File: config.mk
export PLATFORM = sky130hd
export DESIGN_NAME = clksync_rx
export DESIGN_NICKNAME = d
export VERILOG_FILES = /design/src/rtl/crx_pkg.sv /design/src/rtl/crx_sync.sv /design/src/rtl/crx_shift.sv /design/src/rtl/crx_regs.sv /design/src/rtl/clksync_rx.sv
export SDC_FILE = /design/constraint.sdc
export NUM_CORES = 1
export LEC_CHECK = 0
export ABC_CLOCK_PERIOD_IN_PS = 3600
export CAP_MARGIN = 0
export CELL_PAD_IN_SITES_DETAIL_PLACEMENT = 0
export CELL_PAD_IN_SITES_GLOBAL_PLACEMENT = 1
export CORE_MARGIN = 10
export CORE_UTILIZATION = 44
export CTS_BUF_LIST = sky130_fd_sc_hd__clkbuf_4 sky130_fd_sc_hd__clkbuf_8
export DETAILED_ROUTE_END_ITERATION = 12
export HOLD_SLACK_MARGIN = 0.03
export PLACE_DENSITY_LB_ADDON = 0.15
export SLEW_MARGIN = 15
export SYNTH_ARGS = -nofsm -noshare
export SYNTH_HDL_FRONTEND = slang
export SYNTH_SLANG_ARGS = --single-unit
File: constraint.sdc
create_clock -name clk -period 3.6 [get_ports clk]
set_input_delay 0.54 -clock clk [delete_from_list [all_inputs] [get_ports clk]]
set_output_delay 0.54 -clock clk [all_outputs]
set_load 0.1 [all_outputs]
File: src/rtl/crx_pkg.sv
package crx_pkg;
    localparam int CRX_CTRL_OFS = 0;
    localparam int CRX_STAT_OFS = 1;
    localparam int CRX_DATA_OFS = 2;
    localparam int CTRL_EN_BIT  = 0;
    localparam int CTRL_IE_BIT  = 1;
    localparam int STAT_FULL_BIT = 0;
    localparam int STAT_OVR_BIT  = 1;
endpackage

File: src/rtl/crx_sync.sv
module crx_sync #(
    parameter int STAGES = 2
) (
    input  logic clk,
    input  logic rst_n,
    input  logic sck_i,
    input  logic sd_i,
    output logic rise_o,
    output logic sd_o
);
    logic [STAGES-1:0] sck_q;
    logic [STAGES-1:0] sd_q;
    logic              sck_prev_q;

    for (genvar i = 0; i < STAGES; i++) begin : g_stage
        if (i == 0) begin : g_first
            always_ff @(posedge clk or negedge rst_n) begin
                if (!rst_n) begin
                    sck_q[0] <= 1'b0;
                    sd_q[0]  <= 1'b0;
                end else begin
                    sck_q[0] <= sck_i;
                    sd_q[0]  <= sd_i;
                end
            end
        end else begin : g_next
            always_ff @(posedge clk or negedge rst_n) begin
                if (!rst_n) begin
                    sck_q[i] <= 1'b0;
                    sd_q[i]  <= 1'b0;
                end else begin
                    sck_q[i] <= sck_q[i-1];
                    sd_q[i]  <= sd_q[i-1];
                end
            end
        end
    end

    always_ff @(posedge clk or negedge rst_n) begin
        if (!rst_n) sck_prev_q <= 1'b0;
        else        sck_prev_q <= sck_q[STAGES-1];
    end

    assign rise_o = sck_q[STAGES-1] & ~sck_prev_q;
    assign sd_o   = sd_q[STAGES-1];
endmodule

File: src/rtl/crx_shift.sv
module crx_shift #(
    parameter int DATA_W = 8
) (
    input  logic              clk,
    input  logic              rst_n,
    input  logic              run_i,
    input  logic              rise_i,
    input  logic              sd_i,
    output logic              done_o,
    output logic [DATA_W-1:0] byte_o
);
    localparam int CNT_W = $clog2(DATA_W);
    localparam logic [CNT_W-1:0] LAST = CNT_W'(DATA_W - 1);

    typedef struct packed {
        logic [CNT_W-1:0]  cnt;
        logic [DATA_W-1:0] sh;
    } shift_st_t;

    shift_st_t st_d, st_q;

    always_comb begin
        st_d   = st_q;
        done_o = 1'b0;
        byte_o = {sd_i, st_q.sh[DATA_W-1:1]};
        if (!run_i) begin
            st_d = '0;
        end else if (rise_i) begin
            st_d.sh = byte_o;
            if (st_q.cnt == LAST) begin
                done_o   = 1'b1;
                st_d.cnt = '0;
            end else begin
                st_d.cnt = st_q.cnt + 1'b1;
            end
        end
    end

    always_ff @(posedge clk or negedge rst_n) begin
        if (!rst_n) st_q <= '0;
        else        st_q <= st_d;
    end

    a_r7_idle_no_frame: assert property (@(posedge clk) disable iff (!rst_n)
        $past(!run_i) |-> !done_o);
endmodule

File: src/rtl/crx_regs.sv
module crx_regs
    import crx_pkg::*;
#(
    parameter int DATA_W = 8,
    parameter int ADDR_W = 2
) (
    input  logic              clk,
    input  logic              rst_n,
    input  logic [ADDR_W-1:0] addr_i,
    input  logic              wr_en_i,
    input  logic              rd_en_i,
    input  logic [DATA_W-1:0] wdata_i,
    input  logic              done_i,
    input  logic [DATA_W-1:0] byte_i,
    output logic [DATA_W-1:0] rdata_o,
    output logic              run_o,
    output logic              irq_rx_o,
    output logic              irq_err_o
);
    typedef struct packed {
        logic              en;
        logic              ie;
        logic              full;
        logic              ovr;
        logic [DATA_W-1:0] data;
    } reg_st_t;

    reg_st_t st_d, st_q;
    logic    sel_ctrl, sel_stat, sel_data, data_read, full_eff;

    always_comb begin
        sel_ctrl  = addr_i == ADDR_W'(CRX_CTRL_OFS);
        sel_stat  = addr_i == ADDR_W'(CRX_STAT_OFS);
        sel_data  = addr_i == ADDR_W'(CRX_DATA_OFS);
        data_read = rd_en_i && sel_data;
        full_eff  = st_q.full && !data_read;

        st_d      = st_q;
        st_d.full = full_eff;
        if (wr_en_i && sel_ctrl) begin
            st_d.en = wdata_i[CTRL_EN_BIT];
            st_d.ie = wdata_i[CTRL_IE_BIT];
        end
        if (wr_en_i && sel_stat && !wdata_i[STAT_OVR_BIT]) begin
            st_d.ovr = 1'b0;
        end
        if (done_i) begin
            if (full_eff) begin
                st_d.ovr = 1'b1;
            end else begin
                st_d.data = byte_i;
                st_d.full = 1'b1;
            end
        end

        rdata_o = '0;
        if (sel_ctrl) begin
            rdata_o[CTRL_EN_BIT] = st_q.en;
            rdata_o[CTRL_IE_BIT] = st_q.ie;
        end else if (sel_stat) begin
            rdata_o[STAT_FULL_BIT] = st_q.full;
            rdata_o[STAT_OVR_BIT]  = st_q.ovr;
        end else if (sel_data) begin
            rdata_o = st_q.data;
        end

        run_o     = st_q.en && !st_q.ovr;
        irq_rx_o  = st_q.full && st_q.ie;
        irq_err_o = st_q.ovr;
    end

    always_ff @(posedge clk or negedge rst_n) begin
        if (!rst_n) st_q <= '0;
        else        st_q <= st_d;
    end

    a_r2_frame_sets_full: assert property (@(posedge clk) disable iff (!rst_n)
        (done_i && !st_q.full) |=> (st_q.full && st_q.data == $past(byte_i)));
    a_r3_read_clears_full: assert property (@(posedge clk) disable iff (!rst_n)
        (rd_en_i && sel_data && !done_i) |=> !st_q.full);
    a_r4_overrun_keeps_data: assert property (@(posedge clk) disable iff (!rst_n)
        (done_i && st_q.full && !(rd_en_i && sel_data)) |=> (st_q.ovr && $stable(st_q.data)));
    a_r5_frozen_on_overrun: assert property (@(posedge clk) disable iff (!rst_n)
        st_q.ovr |-> !done_i);
    a_r6_one_write_no_clear: assert property (@(posedge clk) disable iff (!rst_n)
        (st_q.ovr && wr_en_i && sel_stat && wdata_i[STAT_OVR_BIT]) |=> st_q.ovr);
endmodule

File: src/rtl/clksync_rx.sv
module clksync_rx #(
    parameter int DATA_W      = 8,
    parameter int ADDR_W      = 2,
    parameter int SYNC_STAGES = 2
) (
    input  logic              clk,
    input  logic              rst_n,
    input  logic              sck_i,
    input  logic              sd_i,
    input  logic [ADDR_W-1:0] addr_i,
    input  logic              wr_en_i,
    input  logic              rd_en_i,
    input  logic [DATA_W-1:0] wdata_i,
    output logic [DATA_W-1:0] rdata_o,
    output logic              irq_rx_o,
    output logic              irq_err_o
);
    logic              rise, sd_s, run, done;
    logic [DATA_W-1:0] rx_byte;

    crx_sync #(.STAGES(SYNC_STAGES)) u_sync (
        .clk(clk), .rst_n(rst_n), .sck_i(sck_i), .sd_i(sd_i),
        .rise_o(rise), .sd_o(sd_s)
    );

    crx_shift #(.DATA_W(DATA_W)) u_shift (
        .clk(clk), .rst_n(rst_n), .run_i(run), .rise_i(rise), .sd_i(sd_s),
        .done_o(done), .byte_o(rx_byte)
    );

    crx_regs #(.DATA_W(DATA_W), .ADDR_W(ADDR_W)) u_regs (
        .clk(clk), .rst_n(rst_n), .addr_i(addr_i), .wr_en_i(wr_en_i),
        .rd_en_i(rd_en_i), .wdata_i(wdata_i), .done_i(done), .byte_i(rx_byte),
        .rdata_o(rdata_o), .run_o(run), .irq_rx_o(irq_rx_o), .irq_err_o(irq_err_o)
    );

    a_r8_err_irq_tracks: assert property (@(posedge clk) disable iff (!rst_n)
        $rose(irq_err_o) |-> $past(done));
endmodule

==> results.md <==
* Pwr/cell area at around 370 mW/mm²
* Area Overhead vs Synth at 19.02%
* Die ar. at 0.005062 mm²
* Count of cell types in the netlist at 22
* Initial antenna violation count at 0
* Final slew viol count at 0
* WP data required at slightly above 3 ns
* Data arrival, critical path at just under 2 ns
* R2r setup slk at between 1.5 and 2 ns
* # IOs at 26
* Final Hold Viols at 0
* Most common cell after layout, fill and taps aside: dfrtp_1
* # DRC at 0
* Status: complete, no violations
* GRT Residual Overflow at 0
* Die Y-Extent at just over 70 µm
* Fmax at around 400 MHz
* Register bit total from synthesis at 27
* DRT iter0 DRCs at 39
* Clock Sinks at 27
* First-pass GRT wire length at 3.387 mm
* Fin nets at about 120
* WL final at approximately 1.9 mm
* Gp weighted congestion at between 0.6 and 0.7
* Final setup TNS at 0 ns
* Hold Path Depth at 0
* Vias at roughly 670
* Total Routing Usage GR at 8.206%
* Peak fanout along the critical path at 4
* Max cap viols at 0
* Largest net degree at the start of global routing at 28
* CTS tree: yes
* Post-route setup slack at 1.074 ns
* Post-cts repair resize count at 0
* Port Buffers at 19
* Leak Pwr at approximately 0.67 nW
* Hold EP: u_sync.sck_q[1]
* Commonest non-fill, non-tap cells in the layout: dfrtp_1, clkdlybuf4s50_1, a22o_1
* Initial Utilization at between 40% and 50%
* Rows at 18
* Die Wd at 71.15 µm
* Layout cells sized above 1 at 24.51%
* Mapped cell area at about 0.0012 mm²
* Drt wl/cell at 14.65 µm
* Vias/cell at between 5 and 6
* Post-synthesis sequential area ratio at between 50% and 60%
* Reg2reg start: u_regs.irq_err_o
* Crit end category: output pin
* Number of antenna diodes at 0
* Vias in the first global route at 674
* RSZ-0062 raised after global routing: false
* Clock transition at the registers of the reported paths at around 0.13 ns
* Clk_skew at between 0.006 and 0.007 ns
* Final min period at between 2 and 3 ns
* Cells after Synth at just over 80
* Net count of the mapped netlist at roughly 100
* Ys Warns at 0
* Worst-Margin Slew at 0.9710 ns
* CTS H-tree lvls at 1
* Worst Setup Start Kind: flop
* Clk root buf: clkbuf_4
* Mean Syn Cell Area at between 10 and 15 µm²
* TritonRoute pass-1 iters at 4
* Post-CTS Setup Inserts at 0
* Path depth of the worst reg2reg path at 3
* Antenna viol nets, final at 0
* Hpwl dp at 1.465 mm
* Clock Path Buffers at 2
* Count of final setup violators at 0
* Clock latency on the worst-skew pair at around 0.31 ns
* CTS Buf Count at 3
* Core area at 0.002477 mm²
* Setup WS pre-CTS at ~1.2 ns
* Post-route clock period utilization at roughly 70%
* Critical path class: flop to output pin
* Worst hold path type: flop to flop
* VDD IR max at between 0.4 and 0.5 mV
* Reg-to-reg endpoint: u_regs.st_q[6]
* CTS Hold Buffers Added at 0
* Hold path start: u_sync.sck_q[0]
* Worst relative slew slack at between 30% and 40%
==> synthesized netlist by cell type <==
cell type	instances	share of area [%]
nand2b_1	1	0.54
inv_1	1	0.33
buf_6	2	2.0
mux2_2	2	2.0
nor3b_2	1	1.1
dfrtp_1	27	59
o211a_1	1	0.87
nand2_1	5	1.6
clkbuf_1	1	0.33
a22o_1	10	7.6
and3b_1	1	0.76
and2_1	7	3.8
nor2b_1	2	1.1
mux2i_1	2	1.7
ha_1	2	2.2
mux2_4	8	10
nor2_1	1	0.33
or4bb_1	1	0.98
nor3b_1	1	0.65
and4bb_2	1	1.1
and2b_1	1	0.65
o21ai_0	3	1.3
==> how the worst max path moves through the flow <==
stage          cells past startpoint      startpoint          to  slack [ns]
2_1_floorplan                      3       addr_i[1]  rdata_o[0]        0.20
4_1_cts                            2  u_regs.st_q[9]    irq_rx_o        1.06
3_3_place_gp                       4       addr_i[1]  rdata_o[6]        1.17
6_report                           2  u_regs.st_q[9]    irq_rx_o        1.07
5_1_grt                            2  u_regs.st_q[9]    irq_rx_o        0.96
3_5_place_dp                       4       addr_i[1]  rdata_o[6]        1.17
==> layout make-up <==
class                           count  area (µm²)
Sequential cell                    27       675.6
Multi-Input combinational cell     50       445.4
Inverter                            1       3.754
Fill cell                         234        1107
Tap cell                           30       37.54
Timing Repair Buffer               20       177.7
Clock buffer                        4       30.03
==> cells by family (layout without fill, tap and decap cells) <==
kind of cell / after synthesis / after routing / share of synthesized area, %
adders and majority gates: 2 / 2 / 2.174
and+or+nand+nor: 22 / 22 / 12.61
DFF: 27 / 27 / 58.70
AOI/OAI and AO/OA: 14 / 14 / 9.782
buffers and inverters: 4 / 25 / 2.608
muxes: 12 / 12 / 14.13
==> layer usage <==
metal  vias to the layer above  global-route usage (%)  share of wire [%]
met4                         0                   1.290               0.67
met2                        17                   10.59                 43
met1                       323                   12.04                 51
met3                         2                   3.905                5.3
li1                        329                       -                  -
met5                         -                       0                  0
==> metrics by stage <==
step | instances | hold WS, ns | cell area (µm²) | power (mW) | utilization (%)
after floorplan | 81 | 0.2444 | 1151 | 0.3626 | -
after global placement | 128 | 0.3330 | 1340 | 0.3883 | 54.09
after detailed placement | 128 | 0.3371 | 1340 | 0.3898 | 54.09
after CTS | 132 | 0.3671 | 1370 | 0.5210 | 55.30
after global routing | 132 | 0.3806 | 1370 | 0.5446 | 55.30
final | 132 | 0.3635 | 1370 | 0.5119 | 55.30
==> worst max-delay path: stages (launching register included) <==
cell,delay [ns]
dfrtp_1,0.41
and2_1,0.13
clkdlybuf4s50_1,1.13
==> sequential cells by signal (all words and copies together), names as in the netlist <==
signal	flops
u_sync.sck_prev_q	1
u_sync.sd_o	1
u_shift.st_q	3
u_regs.st_q	11
u_sync.sd_q	1
u_sync.sck_q	2
u_regs.irq_err_o	1
u_shift.byte_o	7
==> power breakdown <==
part | switching [mW] | internal (mW)
Sequential | 0.00738 | 0.314
Combinational | 0.0361 | 0.0249
Clock | 0.0789 | 0.0508
Total | 0.122 | 0.390
(Power assumes the default switching activity.)
